===== config.mk =====
export PLATFORM = sky130hd
export DESIGN_NAME = s3d_interleaver
export DESIGN_NICKNAME = d
export VERILOG_FILES = /design/src/rtl/s3d_pkg.sv /design/src/rtl/s3d_cfg_hold.sv /design/src/rtl/s3d_phase.sv /design/src/rtl/s3d_out_stage.sv /design/src/rtl/s3d_interleaver.sv
export SDC_FILE = /design/constraint.sdc
export NUM_CORES = 1
export LEC_CHECK = 0
export CORE_AREA = 2 2 78 80
export DETAILED_ROUTE_END_ITERATION = 6
export DIE_AREA = 0 0 80 82
export MAX_ROUTING_LAYER = met4
export PLACE_DENSITY = 0.66
export SETUP_SLACK_MARGIN = 0.3
export SYNTH_ARGS = -nofsm -noshare
export SYNTH_HDL_FRONTEND = slang
export SYNTH_SLANG_ARGS = --single-unit

===== constraint.sdc =====
create_clock -name clk -period 9.4 [get_ports clk]
set_input_delay 2.35 -clock clk [delete_from_list [all_inputs] [get_ports clk]]
set_output_delay 2.35 -clock clk [all_outputs]
set_load 0.005 [all_outputs]

===== src/rtl/s3d_pkg.sv =====
package s3d_pkg;

  typedef enum logic [1:0] {
    FMT_PASS  = 2'b00,
    FMT_LINE  = 2'b01,
    FMT_PIXEL = 2'b10,
    FMT_RSVD  = 2'b11
  } s3d_fmt_e;

  // Source for one slot: 0 = plane A, 1 = plane B.
  function automatic logic s3d_pick(input s3d_fmt_e fmt, input logic ord,
                                    input logic line_ph, input logic pix_ph);
    logic r;
    case (fmt)
      FMT_LINE:  r = ord ^ line_ph;
      FMT_PIXEL: r = ord ^ pix_ph;
      default:   r = 1'b0;
    endcase
    return r;
  endfunction

endpackage


===== src/rtl/s3d_cfg_hold.sv =====
module s3d_cfg_hold
  import s3d_pkg::*;
(
  input  logic     clk,
  input  logic     rst_n,
  input  logic     slot,
  input  logic     sof,
  input  logic [1:0] fmt_cfg,
  input  logic     order_cfg,
  output s3d_fmt_e eff_fmt,
  output logic     eff_ord
);
  s3d_fmt_e fmt_q;
  logic     ord_q;
  logic     take;

  assign take = slot & sof;

  always_ff @(posedge clk) begin
    if (!rst_n) begin
      fmt_q <= FMT_PASS;
      ord_q <= 1'b0;
    end else if (take) begin
      fmt_q <= s3d_fmt_e'(fmt_cfg);
      ord_q <= order_cfg;
    end
  end

  // The start-of-frame slot already uses the new settings.
  assign eff_fmt = take ? s3d_fmt_e'(fmt_cfg) : fmt_q;
  assign eff_ord = take ? order_cfg : ord_q;

  p_cfg_hold_r6: assert property (@(posedge clk) disable iff (!rst_n)
    !take |=> ($stable(fmt_q) && $stable(ord_q)));

endmodule


===== src/rtl/s3d_phase.sv =====
module s3d_phase (
  input  logic clk,
  input  logic rst_n,
  input  logic slot,
  input  logic sol,
  input  logic sof,
  output logic line_ph,
  output logic pix_ph
);
  logic line_q, pix_q;

  always_comb begin
    if (sof)      line_ph = 1'b0;
    else if (sol) line_ph = ~line_q;
    else          line_ph = line_q;
    pix_ph = (sol | sof) ? 1'b0 : ~pix_q;
  end

  always_ff @(posedge clk) begin
    if (!rst_n) begin
      line_q <= 1'b0;
      pix_q  <= 1'b1;
    end else if (slot) begin
      line_q <= line_ph;
      pix_q  <= pix_ph;
    end
  end

  p_phase_idle_r8: assert property (@(posedge clk) disable iff (!rst_n)
    !slot |=> ($stable(line_q) && $stable(pix_q)));

endmodule


===== src/rtl/s3d_out_stage.sv =====
module s3d_out_stage #(
  parameter int PIX_W = 24
) (
  input  logic             clk,
  input  logic             rst_n,
  input  logic             slot,
  input  logic             sel,
  input  logic             a_valid,
  input  logic [PIX_W-1:0] a_pix,
  input  logic             b_valid,
  input  logic [PIX_W-1:0] b_pix,
  output logic             out_valid,
  output logic [PIX_W-1:0] out_pix,
  output logic             out_src
);
  always_ff @(posedge clk) begin
    if (!rst_n) begin
      out_valid <= 1'b0;
      out_pix   <= '0;
      out_src   <= 1'b0;
    end else begin
      out_valid <= slot & (sel ? b_valid : a_valid);
      if (slot) begin
        out_pix <= sel ? b_pix : a_pix;
        out_src <= sel;
      end
    end
  end

  p_no_slot_quiet_r8: assert property (@(posedge clk) disable iff (!rst_n)
    !slot |=> (!out_valid && $stable(out_src) && $stable(out_pix)));

endmodule


===== src/rtl/s3d_interleaver.sv =====
module s3d_interleaver
  import s3d_pkg::*;
#(
  parameter int PIX_W = 24
) (
  input  logic             clk,
  input  logic             rst_n,
  input  logic             a_valid,
  input  logic [PIX_W-1:0] a_pix,
  input  logic             b_valid,
  input  logic [PIX_W-1:0] b_pix,
  input  logic             sol,
  input  logic             sof,
  input  logic [1:0]       fmt_cfg,
  input  logic             order_cfg,
  output logic             out_valid,
  output logic [PIX_W-1:0] out_pix,
  output logic             out_src
);
  // Named internal events for the assertions.
  logic     slot;
  s3d_fmt_e eff_fmt;
  logic     eff_ord;
  logic     line_ph, pix_ph;
  logic     sel;
  logic     is_pass;

  assign slot = a_valid | b_valid;

  s3d_cfg_hold u_cfg (
    .clk(clk), .rst_n(rst_n), .slot(slot), .sof(sof),
    .fmt_cfg(fmt_cfg), .order_cfg(order_cfg),
    .eff_fmt(eff_fmt), .eff_ord(eff_ord)
  );

  s3d_phase u_phase (
    .clk(clk), .rst_n(rst_n), .slot(slot), .sol(sol), .sof(sof),
    .line_ph(line_ph), .pix_ph(pix_ph)
  );

  assign sel     = s3d_pick(eff_fmt, eff_ord, line_ph, pix_ph);
  assign is_pass = (eff_fmt == FMT_PASS) || (eff_fmt == FMT_RSVD);

  s3d_out_stage #(.PIX_W(PIX_W)) u_out (
    .clk(clk), .rst_n(rst_n), .slot(slot), .sel(sel),
    .a_valid(a_valid), .a_pix(a_pix), .b_valid(b_valid), .b_pix(b_pix),
    .out_valid(out_valid), .out_pix(out_pix), .out_src(out_src)
  );

  p_pass_is_a_r2: assert property (@(posedge clk) disable iff (!rst_n)
    (slot && is_pass) |=> !out_src);

  p_first_line_r3: assert property (@(posedge clk) disable iff (!rst_n)
    (slot && sof && fmt_cfg == 2'b01) |=> (out_src == $past(order_cfg)));

  p_first_pixel_r5: assert property (@(posedge clk) disable iff (!rst_n)
    (slot && (sol || sof) && eff_fmt == FMT_PIXEL) |=> (out_src == $past(eff_ord)));

  p_valid_follows_r7: assert property (@(posedge clk) disable iff (!rst_n)
    (slot && a_valid && b_valid) |=> out_valid);

endmodule


==> results.md <==
* Status: finished clean
* Final WL at about 4900 um
* Min Tclk post-route at slightly above 6 ns
* I/O pin count at 83
* # clock sinks at 31
* Critical Path Sink Type: register
* Synth cell types at 30
* Die outline width at 80 um
* Final Max Slew Viols at 0
* Worst min-delay path category: register to register
* Mux share of post-synthesis cell area at about 3.1%
* Post-route ant nets at 0
* Period utilization at 64.4%
* MaxCap Viol Count at 0
* Compound-gate portion of the synthesized area at 27.8%
* XOR/XNOR share of the synthesized area at 0%
* Post-CTS Hold Buffers at 0
* Prevailing post-synth register cell: dfxtp_1
* Worst R2R Path Depth at 7
* WP data arrival at 6.15 ns
* Nets@finish at 316
* Adder-cell share of the synthesized area at 0.758%
* Worst reg2reg startpoint: u_cfg.fmt_q[1]
* CP max stage delay at 1.04 ns
* Max-slew headroom at 17.8%
* Worst hold endpoint: u_phase.pix_q
* Initial DRC count at 83
* Initial antenna violation count at 0
* Avg Cell Area, Syn at 8.79 sq um
* Vias at between 1500 and 2000
* Total grt overflow at 0
* Via density at 5.04
* Seq/Total Area, Yosys at 37.6%
* Async SR Flop Fraction at 0%
* Reg2reg end: u_out.out_pix[7]
* Flop2flop setup slack at approximately 6.2 ns
* Clk_lat worst skew at between 0.2 and 0.3 ns
* Worst-path clk slew at 0.07 ns
* Ant diodes at 0
* Initial Utilization at 28.7%
* Mapped Cells at 188
* Setup TNS at 0 ns
* RSZ-0062 raised after global routing: false
* Number of flops mapped to enable cells by yosys at 0
* Total GRT Usage at around 16%
* Maximum clock frequency at 165 MHz
* CTS Buf Count at 5
* CTS tree: built
* #FFs+latches synth at 31
* P&R area growth vs syn at 54.8%
* Post-CTS Resized at 0
* Postcts setup bufs at 0
* Mapped Area at 0.00165 sq mm
* CORE AREA at approximately 0.0057 sq mm
* CTS max path bufs at 2
* Crit-path cells: clkdlybuf4s50_1, o21ai_1, mux2_2, ha_1, nor2_1, or4_1, and3_1, or2_1, a211oi_1
* Die Y at 82 um
* Final setup skew at 0.00249 ns
* Slowest cell on the critical path: or2_1
* Mapped Nets at 246
* Final Hold Slack at roughly 0.49 ns
* Origin of the worst setup path: b_valid
* RD Place Congestion at 0.801
* Port bufs at 82
* CTS Root Cell: clkbuf_8
* Vias in the first global route at 1650
* DRC at 0
* Hold path start: u_phase.pix_q
* Crit Path Max Fanout at 26
* Synth Warn # at 0
* Pin count of the biggest net entering global routing at 55
* Crit Path Category: input pin to register
* H-tree level count at 2
* Crit path launch type: input pin
* Actual slew at the worst max-slew pin at 1.23 ns
* # fillers at 564
* Avg WL per Cell at 14.9 um
* Final hold viol count at 0
* Post-synth top area share at about 38%
* DIE AREA at ~0.0066 sq mm
* Main combinational cell family by area after synthesis: compound AO/OA/AOI/OAI gates
* DPL Wire Length at between 3000 and 4000 um
* Layout cell share with drive strength beyond 1 at between 10% and 20%
* # rows at 28
* LEAKAGE at 0.873 nW
* Power per cell area at 143 mW/mm^2
* Synth Area in Simple Gates at around a quarter
* TritonRoute pass-1 iters at 4
* Hold path cells at 2
* VDD IR max at 75.2 uV
* # setup viols final at 0
* First-pass GRT wire length at about 7700 um
* Leading area contributor after synthesis: dfxtp_1
* Data required time at the worst endpoint at 9.50 ns
* Largest cells by area after synthesis: dfxtp_1, a211oi_2, nor4_1
layout make-up:
cell class                      instances  area, sq um  share of cell area, %
Sequential cell                        31          621                   24.3
Clock buffer                            6         82.6                   3.23
Timing Repair Buffer                   83          828                   32.4
Multi-Input combinational cell        136          923                   36.1
Clock inverter                          1         5.00                  0.196
Tap cell                               75         93.8                   3.67
Inverter                                1         3.75                  0.147
logic make-up (layout without fill, tap and decap cells):
group	after synthesis	after routing
AO/OA/AOI/OAI	57	57
flip-flops	31	31
AND/OR/NAND/NOR	73	73
buffers and inverters	21	91
multiplexers	5	5
adder cells (fa/ha/maj)	1	1
cell usage in the layout, fill, tap and decap left out, drive strengths merged, types with 2 or more instances in the layout:
| cell | netlist | final |
|---|---|---|
| a211oi | 24 | 24 |
| a21oi | 2 | 2 |
| and2 | 3 | 3 |
| clkbuf | 15 | 6 |
| clkdlybuf4s50 | 0 | 82 |
| dfxtp | 31 | 31 |
| mux2i | 4 | 4 |
| nand2 | 3 | 3 |
| nand3 | 2 | 2 |
| nor2 | 28 | 28 |
| nor2b | 3 | 3 |
| nor4 | 26 | 26 |
| o21a | 2 | 2 |
| o21ai | 26 | 26 |
| or2 | 2 | 2 |
| or3 | 3 | 3 |
worst max path at each step:
stage	cells after the start	to
detailed placement	9	u_out.out_pix[5]
finish	9	u_out.out_pix[7]
CTS	9	u_out.out_pix[7]
global placement	9	u_out.out_pix[5]
floorplan	12	u_out.out_pix[0]
global route	9	u_out.out_pix[7]
registers in the layout (all words and copies together) (netlist names):
| signal | flops |
|---|---|
| u_out.out_pix | 24 |
| u_cfg.fmt_q | 2 |
| u_cfg.ord_q | 1 |
| u_out.out_src | 1 |
| u_out.out_valid | 1 |
| u_phase.line_q | 1 |
| u_phase.pix_q | 1 |
power by group:
part           total, mW  internal, mW  switching, mW
Sequential         0.152         0.145        0.00704
Clock              0.107        0.0574         0.0496
Combinational      0.108        0.0606         0.0470
through the flow:
step	power (mW)	util, %	area [sq um]	worst slack (ns)	std cells
final	0.366	44.5	2560	3.35	333
after global routing	0.385	44.5	2560	2.97	333
after CTS	0.369	44.5	2560	3.32	333
after detailed placement	0.262	43.0	2470	3.03	326
after global placement	0.262	43.0	2470	3.11	326
after floorplan	0.209	-	1650	4.57	188
metal layers:
layer / track usage (%) / up-vias / part of all wire [%]
met2: 24.2 / 57 / 46
met5: - / - / 0
met1: 19.3 / 774 / 46
met4: 5.08 / 0 / 1.9
li1: - / 839 / -
met3: 5.27 / 9 / 6.9
Yosys cell counts, types with 2 or more instances:
library cell,count
a211oi_1,4
a211oi_2,20
a21oi_1,2
and2_1,3
buf_6,3
buf_8,2
clkbuf_1,15
dfxtp_1,31
mux2i_1,4
nand2_1,3
nand3_1,2
nor2_1,28
nor2b_1,3
nor4_1,25
o21a_1,2
o21ai_0,23
o21ai_1,3
or3_1,3
critical path: cells and delay by family:
| kind | cells | cell delay (ns) |
|---|---|---|
| multiplexers | 1 | 0.40 |
| buffers and inverters | 1 | 0.52 |
| AO/OA/AOI/OAI | 2 | 0.57 |
| adder cells (fa/ha/maj) | 1 | 0.22 |
| AND/OR/NAND/NOR | 4 | 2.08 |
Power figures use the tool's default switching activity.
